==> src/rtl/aclink_pkg.sv <==
package aclink_pkg;
  localparam int unsigned TAG_BITS    = 16;
  localparam int unsigned SLOT_BITS   = 20;
  localparam int unsigned DATA_SLOTS  = 12;
  localparam int unsigned LOCK_FRAMES = 2;

  // Highest frame-vector index of data slot k (0-based); the vector's MSB is F0.
  function automatic int unsigned slot_top(int unsigned frame_w, int unsigned tag_w,
                                           int unsigned slot_w, int unsigned k);
    return frame_w - 1 - tag_w - k * slot_w;
  endfunction
endpackage

==> src/rtl/aclink_lock_fsm.sv <==
module aclink_lock_fsm #(
  parameter int unsigned FRAME_W     = 256,
  parameter int unsigned LOCK_FRAMES = 2
) (
  input  logic clk_i,
  input  logic rst_ni,
  input  logic sync_i,
  output logic accept_o,
  output logic frame_edge_o,
  output logic locked_o
);
  localparam int unsigned POS_W = $clog2(FRAME_W);
  localparam int unsigned CNT_W = $clog2(LOCK_FRAMES + 1);
  localparam logic [POS_W-1:0] LAST_POS = POS_W'(FRAME_W - 1);
  localparam logic [CNT_W-1:0] CNT_TOP  = CNT_W'(LOCK_FRAMES);

  logic             sync_q, phased_q, locked_q, edge_q;
  logic [POS_W-1:0] pos_q;
  logic [CNT_W-1:0] good_q, good_nxt;
  logic             rise, due, good, bad, lock_nxt;

  always_comb begin
    rise = sync_i & ~sync_q;
    // pos_q is the frame position of the bit taken at this edge
    due  = phased_q & (pos_q == LAST_POS);
    good = rise & due;
    bad  = (rise & phased_q & ~due) | (due & ~rise);
    good_nxt = good_q;
    if (bad) good_nxt = '0;
    else if (good && good_q != CNT_TOP) good_nxt = good_q + 1'b1;
    lock_nxt = locked_q;
    if (bad) lock_nxt = 1'b0;
    else if (good && good_nxt == CNT_TOP) lock_nxt = 1'b1;
  end

  always_ff @(negedge clk_i or negedge rst_ni) begin
    if (!rst_ni) begin
      sync_q   <= 1'b0;
      phased_q <= 1'b0;
      locked_q <= 1'b0;
      edge_q   <= 1'b0;
      pos_q    <= '0;
      good_q   <= '0;
    end else begin
      sync_q   <= sync_i;
      edge_q   <= rise;
      phased_q <= rise | (phased_q & ~due);
      pos_q    <= (rise || pos_q == LAST_POS) ? '0 : pos_q + 1'b1;
      good_q   <= good_nxt;
      locked_q <= lock_nxt;
    end
  end

  assign accept_o     = good & lock_nxt;
  assign frame_edge_o = edge_q;
  assign locked_o     = locked_q;
endmodule

==> src/rtl/aclink_rx_deser.sv <==
module aclink_rx_deser
  import aclink_pkg::*;
#(
  parameter int unsigned TAG_W     = 16,
  parameter int unsigned SLOT_W    = 20,
  parameter int unsigned NUM_SLOTS = 12
) (
  input  logic                        clk_i,
  input  logic                        rst_ni,
  input  logic                        sdo_i,
  input  logic                        accept_i,
  output logic                        frame_o,
  output logic [TAG_W-1:0]            tag_o,
  output logic [NUM_SLOTS*SLOT_W-1:0] data_o,
  output logic [NUM_SLOTS-1:0]        valid_o
);
  localparam int unsigned FRAME_W = TAG_W + NUM_SLOTS * SLOT_W;

  logic [FRAME_W-2:0]   sr_q;
  logic [FRAME_W-1:0]   frm;
  logic [TAG_W-1:0]     tag_q;
  logic [NUM_SLOTS-1:0] valid_d, valid_q;
  logic                 frame_q;

  // Bit taken at the closing edge is F255
  assign frm = {sr_q, sdo_i};

  always_ff @(negedge clk_i or negedge rst_ni) begin
    if (!rst_ni) begin
      sr_q    <= '0;
      tag_q   <= '0;
      valid_q <= '0;
      frame_q <= 1'b0;
    end else begin
      sr_q    <= {sr_q[FRAME_W-3:0], sdo_i};
      frame_q <= accept_i;
      valid_q <= valid_d;
      if (accept_i) tag_q <= frm[FRAME_W-1 -: TAG_W];
    end
  end

  for (genvar k = 0; k < NUM_SLOTS; k++) begin : g_slot
    localparam int unsigned TOP = slot_top(FRAME_W, TAG_W, SLOT_W, k);
    logic [SLOT_W-1:0] data_q;

    assign valid_d[k] = accept_i & frm[FRAME_W-1] & frm[FRAME_W-2-k];

    always_ff @(negedge clk_i or negedge rst_ni) begin
      if (!rst_ni)       data_q <= '0;
      else if (accept_i) data_q <= frm[TOP -: SLOT_W];
    end

    assign data_o[k*SLOT_W +: SLOT_W] = data_q;
  end

  assign frame_o = frame_q;
  assign tag_o   = tag_q;
  assign valid_o = valid_q;
endmodule

==> src/rtl/aclink_tx_ser.sv <==
module aclink_tx_ser
  import aclink_pkg::*;
#(
  parameter int unsigned TAG_W     = 16,
  parameter int unsigned SLOT_W    = 20,
  parameter int unsigned NUM_SLOTS = 12
) (
  input  logic                        clk_i,
  input  logic                        rst_ni,
  input  logic                        load_i,
  input  logic                        ready_i,
  input  logic [NUM_SLOTS*SLOT_W-1:0] data_i,
  input  logic [NUM_SLOTS-1:0]        valid_i,
  output logic                        sdi_o
);
  localparam int unsigned FRAME_W = TAG_W + NUM_SLOTS * SLOT_W;

  logic [FRAME_W-1:0] vec;
  logic [FRAME_W-2:0] sr_q;
  logic               bit_q;

  always_comb begin
    vec = '0;
    vec[FRAME_W-1] = ready_i;
    for (int unsigned k = 0; k < NUM_SLOTS; k++) begin
      vec[FRAME_W-2-k] = valid_i[k];
      vec[slot_top(FRAME_W, TAG_W, SLOT_W, k) -: SLOT_W] = data_i[k*SLOT_W +: SLOT_W];
    end
  end

  always_ff @(posedge clk_i or negedge rst_ni) begin
    if (!rst_ni) begin
      sr_q  <= '0;
      bit_q <= 1'b0;
    end else if (load_i) begin
      bit_q <= vec[FRAME_W-1];
      sr_q  <= vec[FRAME_W-2:0];
    end else begin
      bit_q <= sr_q[FRAME_W-2];
      sr_q  <= {sr_q[FRAME_W-3:0], 1'b0};
    end
  end

  assign sdi_o = bit_q;
endmodule

==> src/rtl/aclink_codec_sync.sv <==
module aclink_codec_sync
  import aclink_pkg::*;
#(
  parameter int unsigned TAG_W       = TAG_BITS,
  parameter int unsigned SLOT_W      = SLOT_BITS,
  parameter int unsigned NUM_SLOTS   = DATA_SLOTS,
  parameter int unsigned LOCK_FRAMES = aclink_pkg::LOCK_FRAMES
) (
  input  logic                        clk_i,
  input  logic                        rst_ni,
  input  logic                        link_sync_i,
  input  logic                        link_sdo_i,
  output logic                        link_sdi_o,
  output logic                        rx_frame_o,
  output logic [TAG_W-1:0]            rx_tag_o,
  output logic [NUM_SLOTS*SLOT_W-1:0] rx_slot_data_o,
  output logic [NUM_SLOTS-1:0]        rx_slot_valid_o,
  input  logic [NUM_SLOTS*SLOT_W-1:0] tx_slot_data_i,
  input  logic [NUM_SLOTS-1:0]        tx_slot_valid_i,
  output logic                        codec_ready_o,
  output logic                        mute_o
);
  localparam int unsigned FRAME_W = TAG_W + NUM_SLOTS * SLOT_W;

  logic accept, frame_edge, locked;

  aclink_lock_fsm #(
    .FRAME_W    (FRAME_W),
    .LOCK_FRAMES(LOCK_FRAMES)
  ) u_lock (
    .clk_i       (clk_i),
    .rst_ni      (rst_ni),
    .sync_i      (link_sync_i),
    .accept_o    (accept),
    .frame_edge_o(frame_edge),
    .locked_o    (locked)
  );

  aclink_rx_deser #(
    .TAG_W    (TAG_W),
    .SLOT_W   (SLOT_W),
    .NUM_SLOTS(NUM_SLOTS)
  ) u_rx (
    .clk_i   (clk_i),
    .rst_ni  (rst_ni),
    .sdo_i   (link_sdo_i),
    .accept_i(accept),
    .frame_o (rx_frame_o),
    .tag_o   (rx_tag_o),
    .data_o  (rx_slot_data_o),
    .valid_o (rx_slot_valid_o)
  );

  aclink_tx_ser #(
    .TAG_W    (TAG_W),
    .SLOT_W   (SLOT_W),
    .NUM_SLOTS(NUM_SLOTS)
  ) u_tx (
    .clk_i  (clk_i),
    .rst_ni (rst_ni),
    .load_i (frame_edge),
    .ready_i(locked),
    .data_i (tx_slot_data_i),
    .valid_i(tx_slot_valid_i),
    .sdi_o  (link_sdi_o)
  );

  assign codec_ready_o = locked;
  assign mute_o        = ~locked;
endmodule

==> config.mk <==
export PLATFORM = sky130hd
export DESIGN_NAME = aclink_codec_sync
export DESIGN_NICKNAME = d
export VERILOG_FILES = /design/src/rtl/aclink_pkg.sv /design/src/rtl/aclink_lock_fsm.sv /design/src/rtl/aclink_rx_deser.sv /design/src/rtl/aclink_tx_ser.sv /design/src/rtl/aclink_codec_sync.sv
export SDC_FILE = /design/constraint.sdc
export NUM_CORES = 1
export LEC_CHECK = 0
export BUFFER_PORTS_ARGS = -buffer_cell sky130_fd_sc_hd__buf_2
export CORE_MARGIN = 2
export CORE_UTILIZATION = 58
export CTS_CLUSTER_SIZE = 16
export DETAILED_ROUTE_END_ITERATION = 7
export GPL_ROUTABILITY_DRIVEN = 0
export HOLD_SLACK_MARGIN = 0.02
export PLACE_DENSITY_LB_ADDON = 0.25
export RECOVER_POWER = 25
export SYNTH_ARGS = -nofsm -noshare
export SYNTH_HDL_FRONTEND = slang
export SYNTH_HIERARCHICAL = 1
export SYNTH_SLANG_ARGS = --single-unit
==> constraint.sdc <==
create_clock -name clk_i -period 5.5 [get_ports clk_i]
set_clock_uncertainty 0.15 [all_clocks]
set_input_delay 0.55 -clock clk_i [delete_from_list [all_inputs] [get_ports clk_i]]
set_output_delay 0.55 -clock clk_i [all_outputs]
set_load 0.005 [all_outputs]
## Yosys cells after proc, flatten, opt, wreduce, memory -nomap -nowiden

Index checks and enable logic that the tools add are counted.

| cells by class | value |
|---|---|
| bitwise logic cells | 27 |
| add/subtract/negate cells | 2 |
| multiplexer cells | 7 |
| equality and inequality tests | 3 |
| reduce and logical (&&, ||, !) cells | 3 |

Operators by type and width:

| kind | count |
|---|---|
| 255-bit 2-to-1 mux | 1 |
| 1-bit AND | 21 |
| 8-bit by 1-bit adder with 8-bit output (second input constant) | 1 |
| 8-bit equality test (second input constant) | 1 |
| 8-bit 2-to-1 mux | 1 |
| 2-bit 2-to-1 mux | 2 |
| 1-bit NOT | 4 |
| 1-bit 2-to-1 mux | 3 |
| 2-bit by 1-bit adder with 2-bit output (second input constant) | 1 |
| 2-bit equality test (second input constant) | 1 |
| 1-bit logical AND | 2 |
| 2-bit != test (second input constant) | 1 |
| 1-bit bitwise OR | 2 |
| 1-bit logical OR | 1 |

| word-level totals | value |
|---|---|
| word-level logic and storage cells | 66 |
| input port bits | 256 |
| flip-flop bits (word level) | 794 |
| output and inout bits | 272 |

## Depth between registers and ports, before layout

Gate-level depths: netlist (run 1).

| logic depth | value |
|---|---|
| depth after elaboration | 13 |
| gate-level depth with buffers | 10 |
| depth with buffers taken out | 7 |

## Cells and area by module

The synthesis (run 1) kept the hierarchy.

By module, submodules not included:

| module | cells each | area each (µm²) | seq. area each (µm²) | instances |
|---|---|---|---|---|
| aclink_rx_deser | 823 | 17130.2 | 13112.6 | 1 |
| aclink_tx_ser | 540 | 9574.2 | 6406.1 | 1 |
| aclink_lock_fsm | 63 | 694.4 | 350.3 | 1 |
| aclink_codec_sync | 1 | 3.8 | 0.0 | 1 |

==> results of run 1 <==
## through the flow
step | area (um2) | total power, mW | cells | util, %
floorplan | 27400 | 6.657 | 1427 | -
detailed placement | 30890 | 6.955 | 2557 | 66.35
CTS | 35860 | 12.46 | 2930 | 77.02
global route | 35850 | 12.87 | 2936 | 77.00
global placement | 30890 | 6.920 | 2557 | 66.35
finish | 35850 | 12.43 | 2936 | 77.00
## state kept, by name, indices dropped and copies added (netlist names)
signal / flops
u_lock/frame_edge_o: 1
u_lock/good_q: 2
u_lock/locked_o: 1
u_lock/phased_q: 1
u_lock/pos_q: 8
u_lock/sync_q: 1
u_rx/frame_o: 1
u_rx/g_slot.data_q: 240
u_rx/sr_q: 255
u_rx/tag_o: 16
u_rx/valid_o: 12
u_tx/sdi_o: 1
u_tx/sr_q: 255
## what timing repair did
item | 4_1_cts | 5_1_grt
endpoints found under the hold margin | 241 | 1
gates resized for setup | 0 | 0
hold buffers | 233 | 1
## worst max-delay path: cells and delay by family (launching register included)
family	cells	cell delay [ps]
DFF	1	600
buffers and inverters	2	220
## cells by family (layout without fill, tap and decap cells)
family | count (synthesis) | after routing | synth area share, %
mux | 509 | 509 | 23.66
compound gates | 14 | 14 | 0.3790
xor+xnor | 5 | 5 | 0.1598
other cells | 0 | 5 | 0
buf+inv | 62 | 959 | 2.283
flops | 794 | 794 | 72.51
simple gates | 41 | 41 | 0.9224
fa+ha+maj | 2 | 2 | 0.09131
## cells in the mapped netlist (3+ instances only)
cell     number
xnor2_1       3
and3_1       16
nor2_1        6
inv_1         3
nand2_1       3
o21ai_0       3
mux2_4      200
buf_6        51
buf_2         5
nor2b_1       5
mux2_2      309
dfrtp_1     256
dfrtn_1     538
## power groups by stage
stage | clock [mW] | combinational [mW] | sequential (mW)
6_report | 5.39 | 0.753 | 6.29
5_1_grt | 5.75 | 0.820 | 6.31
4_1_cts | 5.46 | 0.736 | 6.27
3_5_place_dp | 0 | 0.592 | 6.36
3_3_place_gp | 0 | 0.571 | 6.35
2_1_floorplan | 0 | 0.333 | 6.32
## metal layers
metal | share of wire [%] | wire length [um]
met2 | 51 | 33390
met5 | 0 | 0
met3 | 7.1 | 4670
met4 | 3.8 | 2516
met1 | 38 | 25110
## final cells by class
type                    count  area share (%)
repair buffers            816           15.76
inverters                   3         0.03141
multi-input cells         571           19.29
diodes                      5         0.03490
flip-flops and latches    794           55.43
clock buffers             113           6.485
well taps                 607           2.119
clock inverters            27          0.8551
## how the worst min path moves through the flow
stage	start	endpoint	slack (ps)	cells past startpoint
floorplan	rst_ni	u_tx/sdi_o	100	0
global placement	u_rx/sr_q[138]	u_rx/sr_q[139]	160	0
detailed placement	u_rx/sr_q[111]	u_rx/sr_q[112]	170	0
CTS	tx_slot_data_i[95]	u_tx/sr_q[155]	20	2
global route	tx_slot_data_i[28]	u_tx/sr_q[208]	20	2
finish	tx_slot_data_i[136]	u_tx/sr_q[116]	40	2
==> results.json, run 1 <==
{
  "p_sw_share_pct": 21.62,
  "post-place-ws_ps": 129.6,
  "netlist.area_leader.share_pct": 49.13,
  "grt_first_pass_wirelength_um": 102300,
  "path_cells": "inv_1 -> buf_2",
  "r2r_cells": 2,
  "final_nets": 2521,
  "drtAntennaViolNets": 0,
  "r2r_start": "u_lock/frame_edge_o",
  "yosysSeqAreaShare_pct": 72.51,
  "r2r_slack_ps": 820,
  "slew_headroom_pct": -21.81,
  "cts_made_buffers": 77,
  "hpwl_um": 39360,
  "worstMarginPinSlew_ps": 1827,
  "r2r_end": "u_tx/sr_q[117]",
  "pwr-share-comb_pct": 6.1,
  "grt_max_degree": 76,
  "portBuffers": 527,
  "crit_start": "u_lock/locked_o",
  "startpoint_type": "register",
  "vdd_drop_max_uv": 396.4,
  "ys_warn_count": 6,
  "antenna_found_initial": 5,
  "grt_usage_pct": 27.30,
  "multi_input_area_um2": 6917,
  "cp_data_required_time_ps": 4800,
  "clkLatencyLatePin_ps": 590,
  "p_seq_share_pct": 50.6,
  "syn-num-nets": 1685,
  "cpPeakStageDelay_ps": 600,
  "clkTransAtPathRegs_ps": 60,
  "cts_tree": "done",
  "gr-total-overflow": 0,
  "cts.htree.levels": 3,
  "fillers": 2468,
  "worst-path-max-fanout": 7,
  "io_pins": 528,
  "cts_buffer_depth": 3,
  "chipHeight_um": 221.4,
  "vias_per_cell": 5.152,
  "slew_viol_final": 34,
  "num_vias": 15126,
  "power.leakage_nw": 18.28,
  "outcome": "finished, violations left",
  "final_cell_mix": "dfrtn_1, buf_2, mux2_2, dfrtp_1, dlygate4sd3_1",
  "wire_per_inst_um": 22.37,
  "synthArstFlopShare_pct": 100.0,
  "rows": 79,
  "crit_type": "register to output port",
  "grtUsageMet3_pct": 8.790,
  "cp_slowest_cell": "dfrtn_1",
  "end_kind": "output port",
  "syn_to_final_growth_pct": 30.82,
  "drive_gt1_share_pct": 52.45,
  "ys_seq_elements": 794,
  "routed_wl_um": 65690,
  "syn_area_um2": 27400,
  "dr.pass1.iters": 4,
  "cts-root-buf": "clkbuf_16",
  "rsz0062_at_grt": "no",
  "violations": "max-capacitance violations, max-slew violations",
  "die_x_um": 221.4,
  "hold_path.class": "input port to register",
  "worst_hold_slack_ps": 41.03,
  "ys.flop_type": "dfrtn_1",
  "synthTopCellsByArea": "dfrtn_1, dfrtp_1, mux2_2, mux2_4, buf_6",
  "cts_num_sinks": 794,
  "p_sw_mw": 2.688,
  "synth-edff-count": 0,
  "grt_pass1_vias": 17237,
  "power.density_nw_per_um2": 346.8,
  "grt_use_met1_pct": 33.06,
  "grtUsageMet2_pct": 45.00,
  "register_area_um2": 19870,
  "critical_path_arrival_ps": 4160,
  "drv_cap": 1,
  "endpoint": "mute_o",
  "start_util_pct": 58.86,
  "drc_errors": 0,
  "synth_cells": 1427,
  "drtIter0Drc": 801,
  "layout_commonest_cell": "dfrtn_1",
  "postCtsSetupRepairBufs": 0,
  "synth.avg_cell_area_um2": 19.20,
  "fin_tns_setup_ps": 0,
  "setup_slack_ps": 643.0,
  "p_clk_share_pct": 43.4,
  "internal_power_mw": 9.745,
  "yosysUniqueCellTypes": 36,
  "setup_viol": 0,
  "synth_largest_area_cell": "dfrtn_1",
  "grt_busiest_layer": "met2",
  "design.die.area_um2": 49000,
  "final_hold_viol_count": 0,
  "core_region_area_um2": 46560
}
(Power assumes the default switching activity.)
==> inputs of run 2 (changes only) <==
PLACE_DENSITY = 0.86   (was default)
PLACE_DENSITY_LB_ADDON = default   (was 0.25)
==> results.json, run 2 (synthesis results as in run 1) <==
{
  "design.die.area_um2": 49000,
  "ctsResizeCount": 0,
  "violations": "max-capacitance violations, max-slew violations",
  "grt_busiest_layer": "met2",
  "fin_total_pwr_mw": 12.77,
  "cts_buffer_depth": 3,
  "internal_power_mw": 9.884,
  "dr.pass1.iters": 5,
  "end_kind": "register",
  "grt_max_degree": 101,
  "cts_num_sinks": 794,
  "top_regs": "u_rx/sr_q (255), u_tx/sr_q (255), u_rx/g_slot.data_q (240)",
  "antenna_found_initial": 11,
  "cts.htree.levels": 3,
  "cts_made_buffers": 75,
  "drive_gt1_share_pct": 52.49,
  "drv_cap": 3,
  "num_vias": 16242,
  "power.leakage_nw": 18.23,
  "routed_wl_um": 78740,
  "layout_commonest_cell": "dfrtn_1",
  "r2r_cells": 2,
  "path_cells": "buf_2 -> nand2b_1 -> inv_1 -> o21ai_0 -> o21ai_2 -> o2111a_4 -> buf_12 -> buf_12 -> mux2_2",
  "slew_viol_final": 171,
  "setup_viol": 0,
  "worstMarginPinSlew_ps": 2662,
  "die_x_um": 221.4,
  "p_sw_mw": 2.885,
  "worst-path-max-fanout": 25,
  "crit_start": "link_sync_i",
  "r2r_start": "u_lock/frame_edge_o",
  "portBuffers": 527,
  "endpoint": "u_rx/g_slot[6].data_q[16]",
  "grtUsageMet3_pct": 8.724,
  "grtUsageMet2_pct": 51.68,
  "final_cell_mix": "dfrtn_1, buf_2, mux2_2, dfrtp_1, dlygate4sd3_1",
  "crit_top_cell": "buf_12",
  "power.density_nw_per_um2": 356.8,
  "final_nets": 2505,
  "grt_first_pass_wirelength_um": 116100,
  "core_region_area_um2": 46560,
  "cpPeakStageDelay_ps": 360,
  "vdd_drop_max_uv": 398.5,
  "cp.depth": 9,
  "slew_headroom_pct": -77.46,
  "r2r_slack_ps": 730,
  "vias_per_cell": 5.545,
  "p_sw_share_pct": 22.59,
  "io_pins": 528,
  "grt_usage_pct": 31.44,
  "rsz0062_at_grt": "no",
  "critPathTopFamily": "buffers and inverters",
  "p_clk_share_pct": 44.2,
  "gr-total-overflow": 0,
  "drc_errors": 0,
  "pwr-share-comb_pct": 6.3,
  "chipHeight_um": 221.4,
  "p_seq_share_pct": 49.5,
  "cts-root-buf": "clkbuf_16",
  "grt_pass1_vias": 18301,
  "cp_data_required_time_ps": 3020,
  "outcome": "finished, violations left",
  "r2r_end": "u_tx/sr_q[152]",
  "fin_tns_setup_ps": 0,
  "critical_path_arrival_ps": 2400,
  "cp_slowest_cell": "mux2_2",
  "syn_to_final_growth_pct": 30.59,
  "setup_slack_ps": 619.4,
  "post-place-ws_ps": 82.49,
  "crit_type": "input port to register",
  "clkLatencyLatePin_ps": 620,
  "hpwl_um": 41270,
  "wire_per_inst_um": 26.88,
  "startpoint_type": "input port",
  "hold_path.class": "input port to register",
  "rows": 79,
  "clkTransAtPathRegs_ps": 70,
  "grt_use_met1_pct": 36.82,
  "cts_tree": "done",
  "drtIter0Drc": 1191,
  "drtAntennaViolNets": 0,
  "critPathBufInv": 4,
  "start_util_pct": 58.86,
  "final_hold_viol_count": 0
}
-- run 2: changes by cell type in the layout (fill, tap and decap cells not counted), sizes merged --
cell	change
clkinv	-5
dlygate4sd3	-14
diode	+8
buf	+3
clkbuf	-2
inv	-2
bufinv	+5
-- run 2: stage by stage --
step,hold WS (ps),instances,cell area [um2],utilization (%)
after floorplan,104.4,1427,27400,-
after global placement,162.6,2557,30880,66.33
after detailed placement,166.7,2557,30880,66.33
after CTS,20.38,2915,35770,76.84
after global routing,15.02,2929,35790,76.87
final,40.04,2929,35790,76.87
-- run 2: layout make-up --
| cell class | count | area, um2 |
|---|---|---|
| flip-flops and latches | 794 | 19870 |
| fillers | 2308 | 10770 |
| multi-input cells | 571 | 6917 |
| repair buffers | 802 | 5495 |
| clock buffers | 114 | 2246 |
| well taps | 607 | 759.5 |
| clock inverters | 25 | 455.4 |
| diodes | 13 | 32.53 |
| inverters | 3 | 11.26 |
-- run 2: power groups by stage --
stage               logic, mW  clock network, mW  registers, mW
floorplan               0.333                  0           6.32
global placement        0.573                  0           6.35
detailed placement      0.601                  0           6.37
CTS                     0.745               5.63           6.27
global route            0.855               5.96           6.32
finish                  0.804               5.65           6.32
-- run 2: worst reg2reg max path: stages, from the launching register on --
cell and delay (ps):
dfrtn_1 740, buf_12 490, mux2_2 550
-- run 2: worst min path at each step --
stage / cells after the start / slack (ps) / endpoint / startpoint
floorplan: 0 / 100 / u_tx/sdi_o / rst_ni
global placement: 0 / 160 / u_rx/sr_q[219] / u_rx/sr_q[218]
detailed placement: 0 / 170 / u_rx/sr_q[134] / u_rx/sr_q[133]
CTS: 2 / 20 / u_tx/sr_q[42] / tx_slot_data_i[182]
global route: 2 / 20 / u_tx/sr_q[96] / tx_slot_data_i[156]
finish: 2 / 40 / u_tx/sr_q[96] / tx_slot_data_i[156]
-- run 2: repair_timing --
action                                 CTS  global route
endpoints found under the hold margin  219             1
buffers inserted                         0             0
hold buffers                           219             1
-- run 2: routing by layer --
metal | share of wire (%) | vias up
li1 | - | 6575
met1 | 36 | 8453
met2 | 50 | 882
met3 | 7.3 | 332
met4 | 7.4 | 0
met5 | 0 | -
